### src/rtl/vaddr_seg_decoder.sv
module vaddr_seg_decoder #(
  parameter int PHYS_W = 44,
  parameter int KWIN_W = 29
) (
  input  logic        clk,
  input  logic        rst_n,
  input  logic        req_valid,
  input  logic [63:0] req_vaddr,
  input  logic        req_write,
  input  logic [1:0]  st_ksu,
  input  logic        st_exl,
  input  logic        st_erl,
  input  logic        st_ux,
  input  logic        st_sx,
  input  logic        st_kx,
  output logic        rsp_valid,
  output logic [1:0]  rsp_kind,
  output logic [1:0]  rsp_err,
  output logic [63:0] rsp_paddr,
  output logic [1:0]  rsp_mode,
  output logic        rsp_x64
);

  localparam logic [1:0] K_UNMAP = 2'd0;
  localparam logic [1:0] K_XLATE = 2'd1;
  localparam logic [1:0] K_ERROR = 2'd2;
  localparam logic [1:0] E_NONE  = 2'd0;
  localparam logic [1:0] E_LOAD  = 2'd1;
  localparam logic [1:0] E_STORE = 2'd2;
  localparam logic [1:0] M_KERN  = 2'b00;
  localparam logic [1:0] M_SUPV  = 2'b01;
  localparam logic [1:0] M_USER  = 2'b10;
  localparam logic [33:0] KWIN_TAG = 34'h3_FFFF_FFFE;

  logic        kern;
  logic [1:0]  mode_c;
  logic        x64_c;
  logic        phys_win;
  logic        low_half;
  logic [63:0] va_ext;
  logic        kwin_hit;
  logic [1:0]  kind_c;
  logic [1:0]  err_c;
  logic [63:0] pa_c;

  assign kern     = st_exl | st_erl | (st_ksu == M_KERN);
  assign mode_c   = kern ? M_KERN : (st_ksu == M_SUPV ? M_SUPV : M_USER);
  assign x64_c    = kern ? st_kx : (mode_c == M_SUPV ? st_sx : st_ux);
  assign phys_win = req_vaddr[63:62] == 2'b10;
  assign low_half = req_vaddr[63:31] == '0;
  assign va_ext   = (req_vaddr[63:32] == '0 && req_vaddr[31])
                    ? {32'hFFFF_FFFF, req_vaddr[31:0]} : req_vaddr;
  assign kwin_hit = va_ext[63:30] == KWIN_TAG;

  always_comb begin
    kind_c = K_XLATE;
    err_c  = E_NONE;
    pa_c   = '0;
    if (phys_win) begin
      kind_c = K_UNMAP;
      pa_c   = {{(64-PHYS_W){1'b0}}, req_vaddr[PHYS_W-1:0]};
    end else if (low_half) begin
      kind_c = K_XLATE;
    end else if (kern) begin
      if (kwin_hit) begin
        kind_c = K_UNMAP;
        pa_c   = {{(64-KWIN_W){1'b0}}, va_ext[KWIN_W-1:0]};
      end
    end else begin
      kind_c = K_ERROR;
      err_c  = req_write ? E_STORE : E_LOAD;
    end
  end

  always_ff @(posedge clk) begin
    if (!rst_n) begin
      rsp_valid <= 1'b0;
      rsp_kind  <= K_UNMAP;
      rsp_err   <= E_NONE;
      rsp_paddr <= '0;
      rsp_mode  <= M_KERN;
      rsp_x64   <= 1'b0;
    end else begin
      rsp_valid <= req_valid;
      if (req_valid) begin
        rsp_kind  <= kind_c;
        rsp_err   <= err_c;
        rsp_paddr <= pa_c;
        rsp_mode  <= mode_c;
        rsp_x64   <= x64_c;
      end
    end
  end

  p_pulse_follows_req_r9: assert property (@(posedge clk) disable iff (!rst_n)
    req_valid |=> rsp_valid);
  p_no_req_no_pulse_r9: assert property (@(posedge clk) disable iff (!rst_n)
    !req_valid |=> !rsp_valid);
  p_exc_level_kernel_r1: assert property (@(posedge clk) disable iff (!rst_n)
    (req_valid && (st_exl || st_erl)) |=> rsp_mode == M_KERN);
  p_low_region_xlate_r4: assert property (@(posedge clk) disable iff (!rst_n)
    (req_valid && req_vaddr[63:31] == '0) |=> rsp_kind == K_XLATE);
  p_err_only_on_error_r10: assert property (@(posedge clk) disable iff (!rst_n)
    (rsp_valid && rsp_kind != K_ERROR) |-> rsp_err == E_NONE);
  p_error_not_kernel_r8: assert property (@(posedge clk) disable iff (!rst_n)
    (rsp_valid && rsp_kind == K_ERROR) |-> rsp_mode != M_KERN);
  p_paddr_fits_r3: assert property (@(posedge clk) disable iff (!rst_n)
    (rsp_valid && rsp_kind == K_UNMAP) |-> rsp_paddr[63:PHYS_W] == '0);

endmodule

### config.mk
export PLATFORM = sky130hd
export DESIGN_NAME = vaddr_seg_decoder
export DESIGN_NICKNAME = d
export VERILOG_FILES = /design/src/rtl/vaddr_seg_decoder.sv
export SDC_FILE = /design/constraint.sdc
export NUM_CORES = 1
export LEC_CHECK = 0
export BUFFER_PORTS_ARGS = -buffer_cell sky130_fd_sc_hd__clkbuf_2
export CELL_PAD_IN_SITES_DETAIL_PLACEMENT = 0
export CELL_PAD_IN_SITES_GLOBAL_PLACEMENT = 1
export CORE_MARGIN = 4
export CORE_UTILIZATION = 32
export DETAILED_ROUTE_END_ITERATION = 8
export GPL_TIMING_DRIVEN = 1
export PLACE_DENSITY_LB_ADDON = 0.2
export SLEW_MARGIN = 15
export SYNTH_ARGS = -nofsm -noshare
export SYNTH_HDL_FRONTEND = slang
export SYNTH_SLANG_ARGS = --single-unit
export TNS_END_PERCENT = 100
### constraint.sdc
create_clock -name clk -period 5.1 [get_ports clk]
set_input_delay 1.02 -clock clk [delete_from_list [all_inputs] [get_ports clk]]
set_output_delay 1.02 -clock clk [all_outputs]
set_load 0.01 [all_outputs]
-- Word-level counts from Yosys, hierarchy flattened
Index checks and enable logic that the tools add are counted.
- bits in registers: 72
- bits of input ports: 75
- output and inout bits: 72
- word-level logic and storage cells: 33
- equality and inequality tests: 4
- mux-type cells: 17
- bitwise gates (word level): 2
- reduce and logical (&&, ||, !) cells: 4
- operator list (cell ; count):
    2-to-1 mux 29 bit ; 3
    2-to-1 mux 64 bit ; 1
    2-to-1 mux 44 bit ; 1
    equality test 34 bit (second input constant) ; 1
    zero test 33 bit ; 1
    zero test 32 bit ; 1
    2-to-1 mux 2 bit ; 9
    equality test 2 x 1 -> 1 bit (second input constant) ; 2
    2-to-1 mux 1 bit ; 3
    equality test 2 bit (second input constant) ; 1
    zero test 2 bit ; 1
    bitwise OR 1 bit ; 2
    logical AND 1 bit ; 1

-- Longest topological paths before layout
- depth after elaboration: 8
- depth in mapped cells: 7
- gate-level depth less buffers: 5

-- Least setup slack after synthesis
No wires, ideal clock.
- kind: input to register
- start: input port req_vaddr[55]
- end: register rsp_paddr[10]
- setup time: 0.074 ns
- data arrival time: 2.297 ns
- required time: 5.026 ns
- setup slack: 2.729 ns
- stages: 7
- buffers on the path: 2
- cell sequence: nand4_1 or4_1 o22ai_2 a31oi_1 buf_4 buf_6 nor3_2
- cells in the longest elaborated chain, start to end: 8
- elaborated cells between the ends (all ways): 9
- classes of those cells: eq/ne (1); mux (5); reduce/logical (3)
- RTL lines (what ; RTL line ; text):
    from (decl) ; 8 ; input logic [63:0] req_vaddr,
    zero test 32 bit ; 51 ; assign va_ext = (req_vaddr[63:32] == '0 && req_vaddr[31])
    logical AND 1 bit ; 51 ;
    2-to-1 mux 64 bit ; 52 ; ? {32'hFFFF_FFFF, req_vaddr[31:0]} : req_vaddr;
    equality test 34 bit ; 53 ; assign kwin_hit = va_ext[63:30] == KWIN_TAG;
    2-to-1 mux 29 bit ; 65 ; if (kwin_hit) begin
    2-to-1 mux 29 bit ; 64 ; end else if (kern) begin
    2-to-1 mux 29 bit (*) ; 62 ; end else if (low_half) begin
    2-to-1 mux 44 bit (*) ; 59 ; if (phys_win) begin
    to (signal assigned) ; 88 ; rsp_paddr <= pa_c;
    to (decl) ; 19 ; output logic [63:0] rsp_paddr,
Mark *: on every way between the ends. The rest lies on a longest branch, timed or not.
A chain may end at the register's enable or synchronous reset.

==> results.md <==
- Outcome: complete, no violations
- Nets: 429
- Worst path required time: approximately 5.4 ns
- Placed cells: 443
- CP Max Fanout: 37
- DRT antenna net count: 0
- Buffers added on ports: 126
- Die width: 92.0 µm
- Hpwl dp: around 4700 µm
- YS warnings: 0
- Worst min path class: reg2reg
- Internal power: ~590 µW
- Rows: 30
- Synth cell types: 28
- Endpoints failing setup: 0
- Setup TNS: 0 ns
- Synthesized area: approximately 0.0023 mm²
- Grt ovf: 0
- Cell leakage power: 0.00142 µW
- Layout cell share with drive strength beyond 1: 42.0%
- Critical Path End Type: register
- Power, Total: around 810 µW
- Power share of the sequential group: 52.9%
- WL final: 6150 µm
- Post-CTS Resized: 0
- Clock tree sinks: 52
- Post-synthesis sequential area ratio: 46.1%
- Worst slew pin tran: 1.03 ns
- Logic pwr share: 15.5%
- Initial antenna violation count: 0
- Clk_lat worst skew: 0.30 ns
- TritonCTS buffer count: 5
- CP Class: in2reg
- Clock share of power: 31.6%
- Hold wc startpoint: rsp_mode[1]$_SDFFE_PN0P_
- DR iter-0 viols: 79
- CTS tree: yes
- Total die area: 0.00846 mm²
- Fin. Hold Viols: 0
- Net Switching: 223 µW
- CTS root buf: clkbuf_8
- Cells after Synth: around 240
- CP Launch Point: req_valid
- Global-route usage over all layers: 14.4%
- Die Ht: 92.0 µm
- Max Fclk: 330 MHz
- Crit start category: primary input
- GPL Wtd Cong: 0.712
- P&R area growth vs syn: 32.6%
- Clk slew on worst S/H paths: 0.10 ns
- Tcrit/Tclk final: 59.4%
- Clock Tree Buf Depth: 2
- I/O pins: 147
- Setup bufs post-CTS: 0
- Final std cells w/o fill: 451
- # hold bufs at CTS: 0
- Clock skew: 0 ns
- Switching part of the total: 27.5%
- Vias: between 2,000 and 2,500
- Vias per inst: 4.61
- Relative slew margins: 30.8%
- Final Max Slew Viols: 0
- R2R setup slack: about 4.2 ns
- Pin count of the biggest net entering global routing: 38
- Crit path arrival time: 3.28 ns
- Fin crit period: 3.03 ns
- Initial Utilization: between 30% and 40%
- Final core area utilization: a little over two fifths
- Worst vdd ir: ~0.11 mV
- Ant diodes: 0
- First-pass GRT wire length: between 9000 and 10,000 µm
- Yosys reg bits: 52
- Mean post-synth cell area: 9.60 µm²
- Number of global-route vias before repair: 2,031
- Pwr Density: approximately 270 mW/mm²
- Area of the core: ~0.007 mm²
- # DRC: 0
- Worst r2r src: rsp_kind[0]$_SDFFE_PN0P_
- CTS H-tree lvls: 2
- Max Cap Viol: 0
- Unrepaired setup endpoints after global routing: false
- 1st-pass router iterations: 4
- Avg WL per Cell: roughly 14 µm
## stage by stage
| stage | hold slack, ns | setup slack (ns) | instance area, µm² |
|---|---|---|---|
| floorplan | 0.486 | 2.73 | 2330 |
| global placement | 0.454 | 1.79 | 2890 |
| detailed placement | 0.461 | 1.78 | 2890 |
| finish | 0.472 | 2.07 | 2990 |
| global route | 0.487 | 1.83 | 2990 |
| CTS | 0.476 | 2.10 | 2990 |
## path summary, 6_finish.rpt
kind	endpoint	cells past startpoint
min	rsp_mode[1]$_SDFFE_PN0P_	2
max reg2reg	rsp_kind[0]$_SDFFE_PN0P_	3
min reg2reg	rsp_mode[1]$_SDFFE_PN0P_	2
max	rsp_paddr[34]$_SDFFE_PN0P_	6
## sequential cells by signal, indices dropped and copies added, names as in the netlist
| name | flops |
|---|---|
| rsp_valid | 1 |
| rsp_mode | 2 |
| rsp_err | 2 |
| rsp_x64 | 1 |
| rsp_kind | 2 |
| rsp_paddr | 44 |
## area by class of cell
type	count	area, µm²
Clock inverter	2	17.5
Fill cell	757	3840
Clock buffer	6	82.6
Sequential cell	52	1040
Multi-Input combinational cell	165	1080
Inverter	2	7.51
Tap cell	96	120
Timing Repair Buffer	128	646
## critical path, cell delays in order
cell,delay (ns)
clkbuf_2,0.07
buf_4,0.47
inv_1,0.49
nor2_1,0.92
a22oi_1,0.16
nor2_1,0.13
## cell usage in the layout (no fill, tap or decap), types with 2 or more instances in the layout
cell,instances
nand4_1,10
nor2b_1,3
mux2i_1,29
o21ai_0,4
nor2_1,21
nand2_1,5
conb_1,20
clkbuf_2,126
dfxtp_1,52
a21oi_1,3
buf_4,2
or4_1,2
nor3_1,19
clkbuf_8,6
a22oi_1,15
nand3_1,5
o31ai_1,2
a31oi_1,2
nor3_2,10
nor4_1,8
inv_6,2
## power by group through the flow
stage,Sequential (µW),Combinational (µW),Clock (µW)
after floorplan,445,71.2,0
after global placement,438,126,0
after detailed placement,438,127,0
after CTS,429,127,268
after global routing,431,140,285
final,429,126,256
## cell families (layout without fill, tap and decap cells)
logic type      Yosys count  in the layout  share of synthesized area [%]
simple gates             85             85                           21.1
compound gates           31             31                           9.71
mux                      29             29                           12.9
other cells               1             20                          0.166
flops                    52             52                           46.1
buf+inv                  37            138                           9.98
## per-layer routing
metal / part of all wire, % / track usage [%] / vias up
li1: - / - / 1051
met2: 44 / 22.0 / 81
met4: 0.96 / 3.71 / 0
met1: 47 / 19.1 / 942
met3: 8.5 / 5.50 / 6
met5: 0 / 0 / -
## synthesized netlist by cell type
cell        n  share of area [%]
buf_4      21                7.0
or2_2       1               0.28
o31ai_1     2               0.67
a311oi_1    1               0.39
conb_1      1               0.17
buf_6       1               0.50
nand4_1    10                2.8
nand2_1     5               0.83
a22oi_1    15                5.0
o21ai_0     4               0.89
o21a_1      1               0.33
or4_1       2               0.67
inv_1       1               0.17
nor3_2     10                4.4
a31oi_1     3               0.83
clkbuf_1   13                2.2
nand3_1     5                1.1
dfxtp_1    52                 46
o22ai_2     1               0.55
nor4_1      8                2.2
o2111ai_1   1               0.39
nand2b_1    1               0.28
a21oi_1     3               0.67
clkinv_1    1               0.17
nor2_1     21                3.5
mux2i_1    29                 13
nor2b_1     3               0.83
nor3_1     19                4.2
(Power assumes the default switching activity.)
